### config.mk
export PLATFORM = sky130hd
export DESIGN_NAME = irq_status_block
export DESIGN_NICKNAME = d
export VERILOG_FILES = /design/src/rtl/irq_stat_pkg.sv /design/src/rtl/irq_edge_detect.sv /design/src/rtl/irq_event_gen.sv /design/src/rtl/irq_stat_reg.sv /design/src/rtl/irq_status_block.sv
export SDC_FILE = /design/constraint.sdc
export NUM_CORES = 1
export LEC_CHECK = 0
export ABC_CLOCK_PERIOD_IN_PS = 2700
export BUFFER_PORTS_ARGS = -buffer_cell sky130_fd_sc_hd__buf_2
export CORE_MARGIN = 2
export CORE_UTILIZATION = 54
export CTS_BUF_LIST = sky130_fd_sc_hd__clkbuf_8
export CTS_CLUSTER_DIAMETER = 80
export DETAILED_ROUTE_END_ITERATION = 10
export GPL_TIMING_DRIVEN = 1
export HOLD_SLACK_MARGIN = 0.08
export PLACE_DENSITY = 0.85
export SLEW_MARGIN = 30
export SYNTH_ARGS = -nofsm -noshare
export SYNTH_HDL_FRONTEND = slang
export SYNTH_SLANG_ARGS = --single-unit
### constraint.sdc
create_clock -name clk -period 2.7 [get_ports clk]
set_clock_uncertainty 0.05 [all_clocks]
set_input_delay 0.405 -clock clk [delete_from_list [all_inputs] [get_ports clk]]
set_output_delay 0.405 -clock clk [all_outputs]
set_load 0.01 [all_outputs]
### src/rtl/irq_stat_pkg.sv
package irq_stat_pkg;
  localparam int unsigned STAT_W  = 8;
  localparam int unsigned B_TPR   = 0;  // transmit pool ready
  localparam int unsigned B_TXL   = 1;  // transmit line change
  localparam int unsigned B_MFR   = 2;  // multiframe regained
  localparam int unsigned B_LOSS  = 3;  // frame alignment lost
  localparam int unsigned B_RGN   = 4;  // frame alignment regained
  localparam int unsigned N_WATCH = 4;  // watched level inputs
  localparam int unsigned W_FLOST = 0;
  localparam int unsigned W_MLOST = 1;
  localparam int unsigned W_OPEN  = 2;
  localparam int unsigned W_SHORT = 3;
endpackage

### src/rtl/irq_edge_detect.sv
module irq_edge_detect #(
  parameter int unsigned W = 4
) (
  input  logic         clk,
  input  logic         rst,
  input  logic [W-1:0] sig_i,
  output logic [W-1:0] rise_o,
  output logic [W-1:0] fall_o
);
  logic [W-1:0] prev_q;

  // on reset the detector loads the live level so nothing fires on release
  always_ff @(posedge clk) begin
    if (rst) prev_q <= sig_i;
    else     prev_q <= sig_i;
  end

  genvar g;
  generate
    for (g = 0; g < W; g++) begin : g_edge
      assign rise_o[g] =  sig_i[g] & ~prev_q[g];
      assign fall_o[g] = ~sig_i[g] &  prev_q[g];
    end
  endgenerate
endmodule

### src/rtl/irq_event_gen.sv
module irq_event_gen
  import irq_stat_pkg::*;
(
  input  logic              clk,
  input  logic              rst,
  input  logic              frame_lost_i,
  input  logic              mframe_lost_i,
  input  logic              crc_mf_mode_i,
  input  logic              tx_open_i,
  input  logic              tx_short_i,
  input  logic              tx_pool_rdy_i,
  output logic [STAT_W-1:0] ev_o
);
  logic [N_WATCH-1:0] lvl, rise, fall;

  always_comb begin
    lvl          = '0;
    lvl[W_FLOST] = frame_lost_i;
    lvl[W_MLOST] = mframe_lost_i;
    lvl[W_OPEN]  = tx_open_i;
    lvl[W_SHORT] = tx_short_i;
  end

  irq_edge_detect #(.W(N_WATCH)) edge_i (
    .clk(clk), .rst(rst), .sig_i(lvl), .rise_o(rise), .fall_o(fall)
  );

  always_comb begin
    ev_o         = '0;
    ev_o[B_LOSS] = rise[W_FLOST];
    ev_o[B_RGN]  = fall[W_FLOST];
    ev_o[B_MFR]  = fall[W_MLOST] & crc_mf_mode_i;
    ev_o[B_TXL]  = rise[W_OPEN] | rise[W_SHORT] | fall[W_SHORT];
    ev_o[B_TPR]  = tx_pool_rdy_i;
  end

  a_r4_loss_on_rise: assert property (@(posedge clk) disable iff (rst)
    $rose(frame_lost_i) |-> ev_o[B_LOSS]);
  a_r5_rgn_on_fall: assert property (@(posedge clk) disable iff (rst)
    $fell(frame_lost_i) |-> ev_o[B_RGN]);
  a_r6_mfr_needs_crc: assert property (@(posedge clk) disable iff (rst)
    !crc_mf_mode_i |-> !ev_o[B_MFR]);
  a_r7_txl_change: assert property (@(posedge clk) disable iff (rst)
    ($rose(tx_open_i) || !$stable(tx_short_i)) |-> ev_o[B_TXL]);
endmodule

### src/rtl/irq_stat_reg.sv
module irq_stat_reg
  import irq_stat_pkg::*;
(
  input  logic              clk,
  input  logic              rst,
  input  logic [STAT_W-1:0] ev_i,
  input  logic [STAT_W-1:0] mask_i,
  input  logic              show_i,
  input  logic              rd_i,
  output logic [STAT_W-1:0] stat_nxt_o,
  output logic [STAT_W-1:0] stat_o,
  output logic [STAT_W-1:0] rd_data_o
);
  logic [STAT_W-1:0] stat_q, rd_q, ev_ok;

  genvar g;
  generate
    for (g = 0; g < STAT_W; g++) begin : g_bit
      // a masked event latches only when masked statuses are shown
      assign ev_ok[g]      = ev_i[g] & (~mask_i[g] | show_i);
      assign stat_nxt_o[g] = (stat_q[g] & ~rd_i) | ev_ok[g];
    end
  endgenerate

  always_ff @(posedge clk) begin
    if (rst) begin
      stat_q <= '0;
      rd_q   <= '0;
    end else begin
      stat_q <= stat_nxt_o;
      if (rd_i) rd_q <= stat_q;
    end
  end

  assign stat_o    = stat_q;
  assign rd_data_o = rd_q;

  a_r1_read_clears: assert property (@(posedge clk) disable iff (rst)
    rd_i |=> ((stat_q & ~$past(ev_ok)) == '0));
  a_r10_event_wins: assert property (@(posedge clk) disable iff (rst)
    (rd_i && ev_ok != '0) |=> ((stat_q & $past(ev_ok)) == $past(ev_ok)));
  a_r2_show_latches: assert property (@(posedge clk) disable iff (rst)
    (show_i && (ev_i & mask_i) != '0) |=>
      ((stat_q & $past(ev_i & mask_i)) == $past(ev_i & mask_i)));
  a_r9_hidden_dropped: assert property (@(posedge clk) disable iff (rst)
    (!show_i && rd_i) |=> ((stat_q & $past(mask_i)) == '0));
endmodule

### src/rtl/irq_status_block.sv
module irq_status_block
  import irq_stat_pkg::*;
#(
  parameter bit IRQ_ACTIVE_HIGH = 1'b1
) (
  input  logic              clk,
  input  logic              rst,
  input  logic              frame_lost_i,
  input  logic              mframe_lost_i,
  input  logic              crc_mf_mode_i,
  input  logic              tx_open_i,
  input  logic              tx_short_i,
  input  logic              tx_pool_rdy_i,
  input  logic [STAT_W-1:0] mask_i,
  input  logic              show_masked_i,
  input  logic              rd_stb_i,
  output logic [STAT_W-1:0] rd_data_o,
  output logic              irq_o,
  output logic              summary_o
);
  logic [STAT_W-1:0] ev, stat_nxt, stat;
  logic              pend_q;

  irq_event_gen evgen_i (
    .clk(clk), .rst(rst),
    .frame_lost_i(frame_lost_i), .mframe_lost_i(mframe_lost_i),
    .crc_mf_mode_i(crc_mf_mode_i), .tx_open_i(tx_open_i),
    .tx_short_i(tx_short_i), .tx_pool_rdy_i(tx_pool_rdy_i),
    .ev_o(ev)
  );

  irq_stat_reg sreg_i (
    .clk(clk), .rst(rst), .ev_i(ev), .mask_i(mask_i),
    .show_i(show_masked_i), .rd_i(rd_stb_i),
    .stat_nxt_o(stat_nxt), .stat_o(stat), .rd_data_o(rd_data_o)
  );

  always_ff @(posedge clk) begin
    if (rst) pend_q <= 1'b0;
    else     pend_q <= |(stat_nxt & ~mask_i);
  end

  assign summary_o = pend_q;
  assign irq_o     = IRQ_ACTIVE_HIGH ? pend_q : ~pend_q;

  a_r3_masked_silent: assert property (@(posedge clk) disable iff (rst)
    ($past(mask_i) == '1) |-> !summary_o);
  a_r11_unmasked_signals: assert property (@(posedge clk) disable iff (rst)
    ((stat & ~$past(mask_i)) != '0) |-> summary_o);
  a_r12_reserved_zero: assert property (@(posedge clk) disable iff (rst)
    stat[STAT_W-1:B_RGN+1] == '0);
endmodule

==> impl_results.md <==
* Number of hold violations in the final report at 0
* Top cells by area, synth: dfxtp_1 (53%), mux2i_1 (10%), nand2b_1 (7.8%)
* Class of the most critical hold timing path: in2reg
* GPL Wtd Cong at 0.744
* Initial DRC Count at 1
* Initial cell density of the core at 59.8%
* Post-synth design cell area at approximately 800 µm²
* Cts bufs inserted at 3
* Vertical extent of the die at around 42 µm
* Critical path class: in2reg
* Final Max Slew Viols at 0
* Post-synthesis net count at 100
* Register-to-register setup slack at between 1.5 and 2 ns
* Area taken by multi-input logic gates at 358 µm²
* Pin count of the biggest net entering global routing at 16
* Number of warnings issued by yosys at 0
* Sequential cell fraction of total power at 55.4%
* Leading area contributor after synthesis: dfxtp_1
* Worst setup margin at 1.36 ns
* Most common library cell in the layout ignoring fill and taps: buf_2
* Synthesized area per cell at just under 10 µm²
* Worst skew pair latency at 0.26 ns
* Vias per inst at 5.12
* Global-route congestion overflow total at 0
* Die Wd at 42.5 µm
* Relative slew slack at slightly below 80%
* Final routed DRC violation total at 0
* Time the final worst path needs with I/O delays and setup at around 1.3 ns
* Final wirelength at about 1.5 mm
* Proportion of netlist area held by the largest area contributor at between 50% and 60%
* Clock network fraction of total power at 34.5%
* Area of the die at 0.00180 mm²
* Share of total power consumed by net switching at 22.9%
* Clk Tree Root Cell: clkbuf_8
* Max-Cap Viols at 0
* Total leakage power at 0.463 nW
* Worst slack at placement at between 1 and 1.5 ns
* TritonCTS Sinks at 21
* Clock transition at the registers of the reported paths at ~0.07 ns
* Number of buffers inserted by post-CTS setup repair at 0
* Fillers at ~110
* Cell count of the worst reg-to-reg path at 4
* Total power per unit cell area at about 600 mW/mm²
* Element type at the critical path start: input port
* Hold Path Origin: tx_open_i
* Count of final setup violators at 0
* Number of cells upsized or downsized after cts at 0
* Crit Path Max Fanout at 15
* Cell depth of the worst min-delay path at 1
* Pint at 0.454 mW
* Port bufs at 27
* Cell with the largest stage delay on the worst path: a2111oi_2
* Overall Global Routing Usage at 18.9%
* Nature of the critical path endpoint: register
* Sequential cell area at 420 µm²
* Signal arrival time at the worst endpoint at 1.42 ns
* Gate power share at 10.2%
* End point of the worst hold path: evgen_i.edge_i.prev_q[2]$_DFF_P_
* Fraction of the cycle the final worst path needs at between 40% and 50%
* Setup repair after global routing missed its margin: false
* Max Freq at ~750 MHz
* H-tree Lvls at 1
* Peak per-stage delay on the critical path at 0.34 ns
* Final #Nets at 129
* Sequential share of the synthesized area at 52.7%
* Run status: complete, no violations
* Most frequent cells in the layout: buf_2 (27), dfxtp_1 (21), nor2_1 (13)
* Hold buffer count at cts at 0
* Signed area change from the synthesized netlist to the final layout at 23.0%
* Top-Level Pins at 28
* Via count of the first global-routing pass at 699
* Reg-to-reg critical path endpoint: irq_o$_SDFF_PP0_
* Post-DRT Antenna Nets at 0
* Antenna violations before repair at 0
* Post-detailed-placement half-perimeter wirelength at 1.14 mm
* Synth unique cells at 19
* Largest voltage drop on the vdd net at 0.408 mV
* Floorplan core area at between 0.001 and 0.0015 mm²
* Maximum buffer depth of the clock tree at 2
* Post-Route Setup TNS at 0 ns
* Cell count after synthesis at 82
* Post-synthesis sequential element count at 21
* CP cell instances: buf_2, nand2b_1, a21oi_1, a2111oi_2, a31oi_1
* Number of rows created at floorplan at 13
* Clock tree from TritonCTS: yes
* Average wire per standard cell at 12.1 µm
* Switching power at roughly 0.14 mW
* Number of search-and-repair iterations in the first detailed-routing pass at 2
* Fraction of final layout cells sized beyond drive strength 1 at slightly below 30%
* RR Startpoint: sreg_i.stat_o[0]$_SDFF_PP0_
* Worst Max-Slew Pin Slew at 0.335 ns
* Vias post-DR at between 600 and 700
* Critical Path RT at 2.78 ns
* Count of antenna diodes in the layout at 0
* Global-route wire length before repair at 2.66 mm
==> stage by stage <==
stage	area [µm²]	hold slack, ns	total power [mW]	instances	util (%)
2_1_floorplan	798	0.383	0.369	82	-
6_report	982	0.213	0.589	125	73.6
3_3_place_gp	936	0.416	0.391	121	70.2
3_5_place_dp	936	0.434	0.394	121	70.2
4_1_cts	982	0.205	0.595	125	73.6
5_1_grt	982	0.207	0.614	125	73.6
==> synth_stat cells <==
library cell,n
nand2_1,1
a21oi_1,4
a31oi_1,1
nand2b_1,10
nor2b_1,8
nor3_1,1
xnor2_1,1
mux2i_1,8
inv_1,1
a2111oi_2,1
buf_4,1
dfxtp_1,21
clkbuf_1,1
o21bai_1,2
a41oi_1,1
and2_1,3
nor2_1,13
o21ai_0,3
buf_2,1
==> registers in the layout, summed over array words and instances, names as in the netlist <==
register	cells
sreg_i.rd_data_o	8
sreg_i.stat_o	8
irq_o	1
evgen_i.edge_i.prev_q	4
==> worst max-delay path by stage <==
stage,cells past startpoint,slack [ns],startpoint,to
floorplan,4,1.54,mask_i[6],irq_o$_SDFF_PP0_
global placement,5,1.15,rd_stb_i,irq_o$_SDFF_PP0_
detailed placement,5,1.08,rd_stb_i,irq_o$_SDFF_PP0_
CTS,5,1.35,rd_stb_i,irq_o$_SDFF_PP0_
global route,5,1.24,rd_stb_i,irq_o$_SDFF_PP0_
finish,5,1.36,rd_stb_i,irq_o$_SDFF_PP0_
==> per-layer routing <==
| metal | GRT usage [%] | vias up | share of wire [%] |
|---|---|---|---|
| met5 | 0 | - | 0 |
| met2 | 35.1 | 18 | 52 |
| met1 | 20.3 | 294 | 42 |
| met3 | 4.74 | 2 | 5.0 |
| met4 | 6.88 | 0 | 1.1 |
| li1 | - | 326 | - |
==> layout make-up <==
type / count / area share, %
multi-input combinational: 57 / 36.4
tap: 15 / 1.91
clock buffer: 3 / 4.20
clock inverter: 1 / 0.510
inverter: 1 / 0.382
timing repair buffer: 27 / 13.8
sequential: 21 / 42.8
==> logic make-up (layout without fill, tap and decap cells) <==
family | count (synthesis) | after routing | share of synthesized area (%)
and+or+nand+nor | 36 | 36 | 23.7
xor gates and xnor gates | 1 | 1 | 1.10
buffers and inverters | 4 | 32 | 2.51
DFF | 21 | 21 | 52.7
muxes | 8 | 8 | 10.0
AOI/OAI and AO/OA | 12 | 12 | 10.0
==> power groups by stage <==
stage,Combinational (mW),Clock [mW],Sequential (mW)
6_report,0.0599,0.203,0.326
5_1_grt,0.0664,0.220,0.328
4_1_cts,0.0602,0.209,0.326
3_5_place_dp,0.0599,0,0.334
3_3_place_gp,0.0581,0,0.333
2_1_floorplan,0.0344,0,0.335
==> worst max-delay path, delay by kind of cell <==
kind | cells | cell delay [ns]
AOI/OAI and AO/OA | 3 | 0.53
and+or+nand+nor | 1 | 0.18
buffers and inverters | 1 | 0.29
(Power assumes the default switching activity.)
